===== src/rtl/swfc_pkg.sv =====
package swfc_pkg;
  localparam int NUM_CHARS = 4;
  localparam int IDX_ON1   = 0;
  localparam int IDX_ON2   = 1;
  localparam int IDX_OFF1  = 2;
  localparam int IDX_OFF2  = 3;

  typedef enum logic [1:0] {
    TXS_IDLE   = 2'd0,
    TXS_FIRST  = 2'd1,
    TXS_SECOND = 2'd2
  } tx_state_t;

  typedef enum logic [1:0] {
    SQ_NONE = 2'd0,
    SQ_ON1  = 2'd1,
    SQ_OFF1 = 2'd2
  } seq_state_t;
endpackage


===== src/rtl/swfc_rx_match.sv =====
module swfc_rx_match
  import swfc_pkg::*;
#(
  parameter int CHAR_W = 8
) (
  input  logic              clk,
  input  logic              rst,
  input  logic              clear,
  input  logic [1:0]        rx_sel,
  input  logic [1:0]        tx_sel,
  input  logic              rx_valid,
  input  logic [CHAR_W-1:0] rx_byte,
  input  logic [CHAR_W-1:0] on1_i,
  input  logic [CHAR_W-1:0] on2_i,
  input  logic [CHAR_W-1:0] off1_i,
  input  logic [CHAR_W-1:0] off2_i,
  output logic              tx_paused
);
  seq_state_t sq_q;
  logic       seq_mode;
  logic       hit_on;
  logic       hit_off;

  assign seq_mode = (rx_sel == 2'b11) && ((tx_sel == 2'b11) || (tx_sel == 2'b00));

  always_comb begin
    hit_on  = 1'b0;
    hit_off = 1'b0;
    case (rx_sel)
      2'b10: begin
        hit_on  = (rx_byte == on1_i);
        hit_off = (rx_byte == off1_i);
      end
      2'b01: begin
        hit_on  = (rx_byte == on2_i);
        hit_off = (rx_byte == off2_i);
      end
      2'b11: begin
        hit_on  = (rx_byte == on1_i) || (rx_byte == on2_i);
        hit_off = (rx_byte == off1_i) || (rx_byte == off2_i);
      end
      default: begin
        hit_on  = 1'b0;
        hit_off = 1'b0;
      end
    endcase
  end

  always_ff @(posedge clk) begin
    if (rst || clear || (rx_sel == 2'b00)) begin
      tx_paused <= 1'b0;
      sq_q      <= SQ_NONE;
    end else if (rx_valid) begin
      if (seq_mode) begin
        if ((sq_q == SQ_OFF1) && (rx_byte == off2_i)) begin
          tx_paused <= 1'b1;
          sq_q      <= SQ_NONE;
        end else if ((sq_q == SQ_ON1) && (rx_byte == on2_i)) begin
          tx_paused <= 1'b0;
          sq_q      <= SQ_NONE;
        end else if (rx_byte == off1_i) begin
          sq_q <= SQ_OFF1;
        end else if (rx_byte == on1_i) begin
          sq_q <= SQ_ON1;
        end else begin
          sq_q <= SQ_NONE;
        end
      end else begin
        sq_q <= SQ_NONE;
        if (hit_off)     tx_paused <= 1'b1;
        else if (hit_on) tx_paused <= 1'b0;
      end
    end
  end


  rise_needs_byte_chk: assert property (@(posedge clk) disable iff (rst)
    $rose(tx_paused) |-> $past(rx_valid));


  seq_pause_tail_chk: assert property (@(posedge clk) disable iff (rst)
    ($rose(tx_paused) && $past(seq_mode)) |-> ($past(rx_byte) == $past(off2_i)));


  rx_off_unpaused_chk: assert property (@(posedge clk) disable iff (rst)
    (rx_sel == 2'b00) |-> !tx_paused);
endmodule


===== src/rtl/swfc_tx_inject.sv =====
module swfc_tx_inject
  import swfc_pkg::*;
#(
  parameter int CHAR_W = 8
) (
  input  logic              clk,
  input  logic              rst,
  input  logic              clear,
  input  logic [1:0]        tx_sel,
  input  logic              send_req,
  input  logic              send_xoff,
  input  logic [CHAR_W-1:0] on1_i,
  input  logic [CHAR_W-1:0] on2_i,
  input  logic [CHAR_W-1:0] off1_i,
  input  logic [CHAR_W-1:0] off2_i,
  input  logic              inj_ready,
  output logic              inj_valid,
  output logic [CHAR_W-1:0] inj_data,
  output logic              send_ready
);
  tx_state_t st_q;
  logic      kind_q;
  logic      dual_q;
  logic      accept;

  assign accept     = (st_q == TXS_IDLE) && send_req && (tx_sel != 2'b00);
  assign inj_valid  = (st_q != TXS_IDLE);
  assign send_ready = (st_q == TXS_IDLE);

  always_ff @(posedge clk) begin
    if (rst || clear) begin
      st_q     <= TXS_IDLE;
      inj_data <= '0;
      kind_q   <= 1'b0;
      dual_q   <= 1'b0;
    end else begin
      case (st_q)
        TXS_IDLE: begin
          if (accept) begin
            st_q     <= TXS_FIRST;
            kind_q   <= send_xoff;
            dual_q   <= (tx_sel == 2'b11);
            if (tx_sel == 2'b01) inj_data <= send_xoff ? off2_i : on2_i;
            else                 inj_data <= send_xoff ? off1_i : on1_i;
          end
        end
        TXS_FIRST: begin
          if (inj_ready) begin
            if (dual_q) begin
              st_q     <= TXS_SECOND;
              inj_data <= kind_q ? off2_i : on2_i;
            end else begin
              st_q <= TXS_IDLE;
            end
          end
        end
        TXS_SECOND: begin
          if (inj_ready) st_q <= TXS_IDLE;
        end
        default: st_q <= TXS_IDLE;
      endcase
    end
  end


  hold_stable_chk: assert property (@(posedge clk) disable iff (rst)
    (inj_valid && !inj_ready && !clear) |=> (inj_valid && $stable(inj_data)));


  pair_back_to_back_chk: assert property (@(posedge clk) disable iff (rst)
    ((st_q == TXS_FIRST) && dual_q && inj_ready && !clear) |=> inj_valid);


  busy_ignore_chk: assert property (@(posedge clk) disable iff (rst)
    (inj_valid && send_req && !inj_ready && !clear) |=> $stable(inj_data));
endmodule


===== src/rtl/swfc_engine.sv =====
module swfc_engine
  import swfc_pkg::*;
#(
  parameter int CHAR_W = 8,
  parameter int MODE_W = 4
) (
  input  logic              clk,
  input  logic              rst,
  input  logic              mode_wr,
  input  logic [MODE_W-1:0] mode_in,
  input  logic              char_wr,
  input  logic [1:0]        char_sel,
  input  logic [CHAR_W-1:0] char_in,
  input  logic              rx_valid,
  input  logic [CHAR_W-1:0] rx_byte,
  input  logic              send_req,
  input  logic              send_xoff,
  input  logic              inj_ready,
  output logic              inj_valid,
  output logic [CHAR_W-1:0] inj_data,
  output logic              send_ready,
  output logic              tx_paused
);
  localparam int HALF = MODE_W / 2;

  logic [MODE_W-1:0] mode_q;
  logic [CHAR_W-1:0] char_q [NUM_CHARS];
  logic [1:0]        tx_sel;
  logic [1:0]        rx_sel;

  assign tx_sel = mode_q[MODE_W-1:HALF];
  assign rx_sel = mode_q[HALF-1:0];

  always_ff @(posedge clk) begin
    if (rst) mode_q <= '0;
    else if (mode_wr) mode_q <= mode_in;
  end

  always_ff @(posedge clk) begin
    for (int i = 0; i < NUM_CHARS; i++) begin
      if (rst) char_q[i] <= '0;
      else if (char_wr && (char_sel == 2'(i))) char_q[i] <= char_in;
    end
  end

  swfc_rx_match #(.CHAR_W(CHAR_W)) u_rx (
    .clk       (clk),
    .rst       (rst),
    .clear     (mode_wr),
    .rx_sel    (rx_sel),
    .tx_sel    (tx_sel),
    .rx_valid  (rx_valid),
    .rx_byte   (rx_byte),
    .on1_i     (char_q[IDX_ON1]),
    .on2_i     (char_q[IDX_ON2]),
    .off1_i    (char_q[IDX_OFF1]),
    .off2_i    (char_q[IDX_OFF2]),
    .tx_paused (tx_paused)
  );

  swfc_tx_inject #(.CHAR_W(CHAR_W)) u_tx (
    .clk        (clk),
    .rst        (rst),
    .clear      (mode_wr),
    .tx_sel     (tx_sel),
    .send_req   (send_req),
    .send_xoff  (send_xoff),
    .on1_i      (char_q[IDX_ON1]),
    .on2_i      (char_q[IDX_ON2]),
    .off1_i     (char_q[IDX_OFF1]),
    .off2_i     (char_q[IDX_OFF2]),
    .inj_ready  (inj_ready),
    .inj_valid  (inj_valid),
    .inj_data   (inj_data),
    .send_ready (send_ready)
  );


  tx_none_quiet_chk: assert property (@(posedge clk) disable iff (rst)
    (tx_sel == 2'b00) |-> !inj_valid);


  mode_write_idle_chk: assert property (@(posedge clk) disable iff (rst)
    $past(mode_wr) |-> (!tx_paused && !inj_valid));
endmodule


===== config.mk =====
export PLATFORM = sky130hd
export DESIGN_NAME = swfc_engine
export DESIGN_NICKNAME = d
export VERILOG_FILES = /design/src/rtl/swfc_pkg.sv /design/src/rtl/swfc_rx_match.sv /design/src/rtl/swfc_tx_inject.sv /design/src/rtl/swfc_engine.sv
export SDC_FILE = /design/constraint.sdc
export NUM_CORES = 1
export LEC_CHECK = 0
export BUFFER_PORTS_ARGS = -buffer_cell sky130_fd_sc_hd__buf_4
export CAP_MARGIN = 20
export CORE_MARGIN = 3
export CORE_UTILIZATION = 25
export CTS_CLUSTER_DIAMETER = 40
export DETAILED_ROUTE_END_ITERATION = 6
export GPL_TIMING_DRIVEN = 0
export PLACE_DENSITY = 0.39
export SYNTH_ARGS = -nofsm -noshare
export SYNTH_HDL_FRONTEND = slang
export SYNTH_HIERARCHICAL = 1
export SYNTH_SLANG_ARGS = --single-unit

===== constraint.sdc =====
create_clock -name clk -period 5.4 [get_ports clk]
set_clock_uncertainty 0.2 [all_clocks]
set_input_delay 0.27 -clock clk [delete_from_list [all_inputs] [get_ports clk]]
set_output_delay 0.27 -clock clk [all_outputs]
set_load 0.005 [all_outputs]

======== Yosys cells after proc, flatten, opt, wreduce, memory -nomap -nowiden ========
Memory sizes are Yosys's and may differ from the RTL's.
Index checks and enable logic that the tools add are counted.
storage, ports and cells
  output and inout port bits .............. 11
  input bits .............................. 30
  bits in writable memories ............... 32
  register bits ........................... 19
  memories kept ........................... 1
  word-level logic and storage cells ...... 102
operators by class
  mux-type cells .......................... 43
  equal/unequal tests ..................... 21
  bitwise operators ....................... 4
  reduce and logical (&&, ||, !) cells .... 26
memories
  memory  depth  width  rd ports  clocked after memory_dff  write ports  line               text
  char_q  4      8      4         0                         4            swfc_engine.sv:27  logic [CHAR_W-1:0] char_q [NUM_CHARS];
operators with widths
  cell                  count
  $mux W8               11
  $eq A8 B8 Y1          4
  $mux W1               20
  $mux W2               8
  $pmux W8 S2           1
  $eq A2 B2 Y1 const B  7
  $eq A2 B1 Y1 const B  5
  $logic_and A1 B1 Y1   9
  $logic_not A2 Y1      4
  $pmux W1 S3           2
  $pmux W2 S3           1
  $reduce_and A3 Y1     2
  $reduce_bool A2 Y1    3
  $logic_or A1 B1 Y1    5
  $ne A2 B1 Y1 const B  2
  $ne A2 B2 Y1 const B  2
  $or A1 B1 Y1          4
  $reduce_and A4 Y1     1
  $ne A3 B3 Y1 const B  1
  $reduce_bool A3 Y1    1
  $reduce_and A2 Y1     1

======== Longest topological paths before layout ========
An unclocked memory read counts as a cell.
  depth in word-level cells ............... 7
  mapped depth ............................ 6
  depth with buffers taken out ............ 6

======== Hierarchy ========
Netlist, hierarchy kept.
by module, submodules not included
  module          cells each  sequential area each (um^2)  area each (um^2)  times used
  swfc_engine     99          1,041.0                      1,445.1           1
  swfc_tx_inject  80          240.2                        853.3             1
  swfc_rx_match   73          60.1                         564.3             1

======== Least setup slack after synthesis ========
No wires, ideal clock.
  kind .................................... flip-flop to flip-flop
  start point ............................. memory char_q[2][0]
  end point ............................... register u_rx.tx_paused
  stages on the path, launching flop included .. 7
  setup slack ............................. 3.640 ns
  library setup time ...................... 0.072 ns
  required time ........................... 5.128 ns
  arrival ................................. 1.488 ns
  period minus slack after synthesis ...... 1.760 ns
  path buffers ............................ 0
  cell sequence ........................... edfxtp_1 -> xor2_2 -> nor4_1 -> and2_1 -> o21ai_1 -> a31oi_1 -> mux2i_1
RTL lines
  what                  line                 text
  start, declared       swfc_engine.sv:27
  end signal, assigned  swfc_rx_match.sv:51  tx_paused <= 1'b0;
  end signal, assigned  swfc_rx_match.sv:56  tx_paused <= 1'b1;
  end signal, assigned  swfc_rx_match.sv:59  tx_paused <= 1'b0;
  end, declared         swfc_rx_match.sv:17  output logic tx_paused

==> summary.md <==
| Metric | Value |
|---|---|
| Crit path max fanout | `3` |
| Post-Place Setup Slack | `3.259 ns` |
| Critical path class | `register to register` |
| Top cells by area, synth | `edfxtp_1 (34%), dfxtp_1 (13%), xnor2_1 (7.6%)` |
| Synthesized area | `between 2000 and 3000 um2` |
| Final Non-Filler Cells | `approximately 440` |
| Site Rows | `38` |
| Outcome | `finished, final reports clean` |
| Hold slack | `approximately 0.017 ns` |
| Flop pwr share | `0.506` |
| Worst slew pin tran | `slightly below 0.8 ns` |
| Pin count of the biggest net entering global routing | `18` |
| Switching fraction of total power | `0.2517` |
| RSZ-0062 raised after global routing | `no` |
| Syn. warnings | `6` |
| Number of I/O pins | `between 40 and 50` |
| CTS resizes | `0` |
| Comb power frac | `0.141` |
| Die height | `113.0 um` |
| Drt first pass iters | `4` |
| Top cell type by total area after synthesis | `edfxtp_1` |
| Distinct cells, synth | `43` |
| Worst R2R End | `u_rx/tx_paused` |
| Fraction of layout cells with a size suffix above 1 | `0.2584` |
| Worst hold-check path type | `primary input to register` |
| Hold Vio Cnt, Final | `0` |
| Max cap viols | `0` |
| Initial antenna violation count | `0` |
| Reg2Reg Depth | `6` |
| Post-DR wirelength/cell | `15.50 um` |
| CP Launch Point | `char_q[2][0]` |
| IO buf count | `38` |
| Final WS setup | `3.246 ns` |
| Cell area power density | `260.5 nW/um2` |
| Hpwl dp | `5659 um` |
| Vias in the first global route | `between 1500 and 2000` |
| Chip Width | `113.0 um` |
| Critical R2R Launch | `char_q[2][0]` |
| Worst Path Required | `5.42 ns` |
| Clock buffer depth | `2` |
| Total CTS buffers | `5` |
| Lkg Pwr | `1.266 nW` |
| Cts hold-fix bufs | `0` |
| Fillers | `1166` |
| Syn-to-layout area delta | `21.24%` |
| Post-route minimum period | `2.154 ns` |
| Post-synthesis instance total | `around 250` |
| Post-CTS setup repair buffer count | `0` |
| Total negative slack | `0 ns` |
| Overflow after GRT | `0` |
| Core ar. | `11030 um2` |
| Total Nets Final | `327` |
| Post-Route WL | `6789 um` |
| # DRC | `0` |
| Pint | `a little under 700 uW` |
| Die ar. | `12770 um2` |
| CTS tree | `built` |
| Switching power | `227.6 uW` |
| Final period util | `0.3988` |
| Starting Density | `0.2595` |
| Post-Place Cells | `430` |
| Fmax | `between 400 and 500 MHz` |
| Synth Flop Type | `edfxtp_1` |
| Worst-Skew Late Latency | `0.29 ns` |
| Post-synth EDFFs | `32` |
| Clk pwr share | `0.353` |
| Yosys top cell area share | `0.3357` |
| Highest-count cells in the layout ignoring fill and taps | `buf_4 (40), nor2_1 (40), edfxtp_1 (32)` |
| H-tree levels | `2` |
| Max-slew headroom | `0.4771` |
| Post-synth ARST share | `0` |
| DR vias | `1927` |
| Routed vias/inst | `4.400` |
| Max-slew violations | `0` |
| Post-Syn Nets | `282` |
| # diodes | `0` |
| Worst vdd ir | `approximately 0.14 mV` |
| GRT Total Usage | `0.1080` |
| #FFs+latches synth | `a little over 50` |
| # setup viols final | `0` |
| First-pass GRT wire length | `10710 um` |
| Worst Setup EP | `u_rx/tx_paused` |
| Seq/Total Area, Yosys | `0.4685` |
| Avg Inst Size Synth | `11.36 um2` |
| Reg2reg setup slack | `3.25 ns` |
| CP endpoint kind | `register` |
| Startpoint Class | `register` |
| Routed Antenna Nets | `0` |
| Iter 0 DRT Violations | `49` |
| Clock root buffer | `clkbuf_16` |
| Clock-pin slew on the worst setup and hold paths | `0.07 ns` |
| GP Congestion | `roughly 0.80` |
| CP arrival | `2.17 ns` |
| CTS sink cnt | `51` |
==> power by group through the flow <==
stage / Sequential [mW] / Clock (mW) / Combinational [mW]
2_1_floorplan: 0.458 / 0 / 0.0840
3_3_place_gp: 0.466 / 0 / 0.130
3_5_place_dp: 0.467 / 0 / 0.130
4_1_cts: 0.458 / 0.330 / 0.131
5_1_grt: 0.461 / 0.342 / 0.140
6_report: 0.457 / 0.319 / 0.128
==> worst min path at each step <==
stage	start	endpoint	slack (ns)	cells past startpoint
after CTS	mode_in[1]	mode_q[1]	0.01	3
after floorplan	mode_in[0]	mode_q[0]	0.22	2
after global routing	mode_in[1]	mode_q[1]	0.02	3
final	mode_in[1]	mode_q[1]	0.02	3
after detailed placement	u_rx/tx_paused	u_rx/tx_paused	0.25	2
after global placement	u_rx/tx_paused	u_rx/tx_paused	0.25	2
==> worst max-delay path, stage by stage, from the launching register on <==
cell      delay [ns]
edfxtp_1        0.43
xor2_2          0.20
nor4_1          0.53
and2_1          0.26
o21ai_1         0.08
a31oi_1         0.20
mux2i_1         0.19
==> per-stage QoR <==
stage          cell area (um2)  total power [mW]  utilization
2_1_floorplan             2863            0.5421            -
3_3_place_gp              3323            0.5961       0.3013
3_5_place_dp              3323            0.5972       0.3013
4_1_cts                   3471            0.9187       0.3147
5_1_grt                   3471            0.9439       0.3147
6_report                  3471            0.9043       0.3147
==> cells by family (layout without fill, tap and decap cells) <==
| group | Yosys count | count (layout) | share of synthesized area |
|---|---|---|---|
| AND/OR/NAND/NOR | 105 | 105 | 0.2054 |
| flip-flops | 51 | 51 | 0.4685 |
| XOR/XNOR | 33 | 33 | 0.1036 |
| AO/OA/AOI/OAI | 24 | 24 | 0.06294 |
| multiplexers | 23 | 23 | 0.1259 |
| buffers and inverters | 16 | 62 | 0.03365 |
==> per-layer routing <==
| layer | GRT usage | up-vias | wire (um) |
|---|---|---|---|
| li1 | - | 992 | - |
| met1 | 0.1459 | 897 | 3290 |
| met2 | 0.1785 | 36 | 3206 |
| met3 | 0.02246 | 2 | 250 |
| met4 | 0.02404 | 0 | 42 |
| met5 | 0 | - | 0 |
==> cell usage after synthesis, types with 3 or more instances <==
library cell,instances
a32o_1,8
mux2i_1,15
xnor2_1,25
nand4_1,6
nand2_1,12
o21ai_1,4
dfxtp_1,19
nor2_1,40
nand3_1,3
nand2b_1,10
edfxtp_1,32
buf_2,5
o21ai_0,3
nor4_1,4
o21bai_1,3
nor2_2,8
mux4_1,8
nor2b_1,3
nand3b_2,6
xor2_1,7
buf_6,3
==> area by class of cell <==
cell class	count	area (um2)	share of cell area
Tap cell	140	175.2	0.05047
Inverter	4	15.01	0.004326
Clock inverter	3	22.52	0.006489
Sequential cell	51	1341	0.3864
Clock buffer	5	125.1	0.03605
Multi-Input combinational cell	185	1425	0.4106
Buffer	12	81.33	0.02343
Timing Repair Buffer	38	285.3	0.08219
==> registers in the layout (all words and copies together), names as in the netlist <==
register,cells
mode_q,4
u_tx/inj_data,8
u_tx/kind_q,1
char_q,32
u_tx/dual_q,1
u_rx/tx_paused,1
u_tx/st_q,2
u_rx/sq_q,2
(Power assumes the default switching activity.)
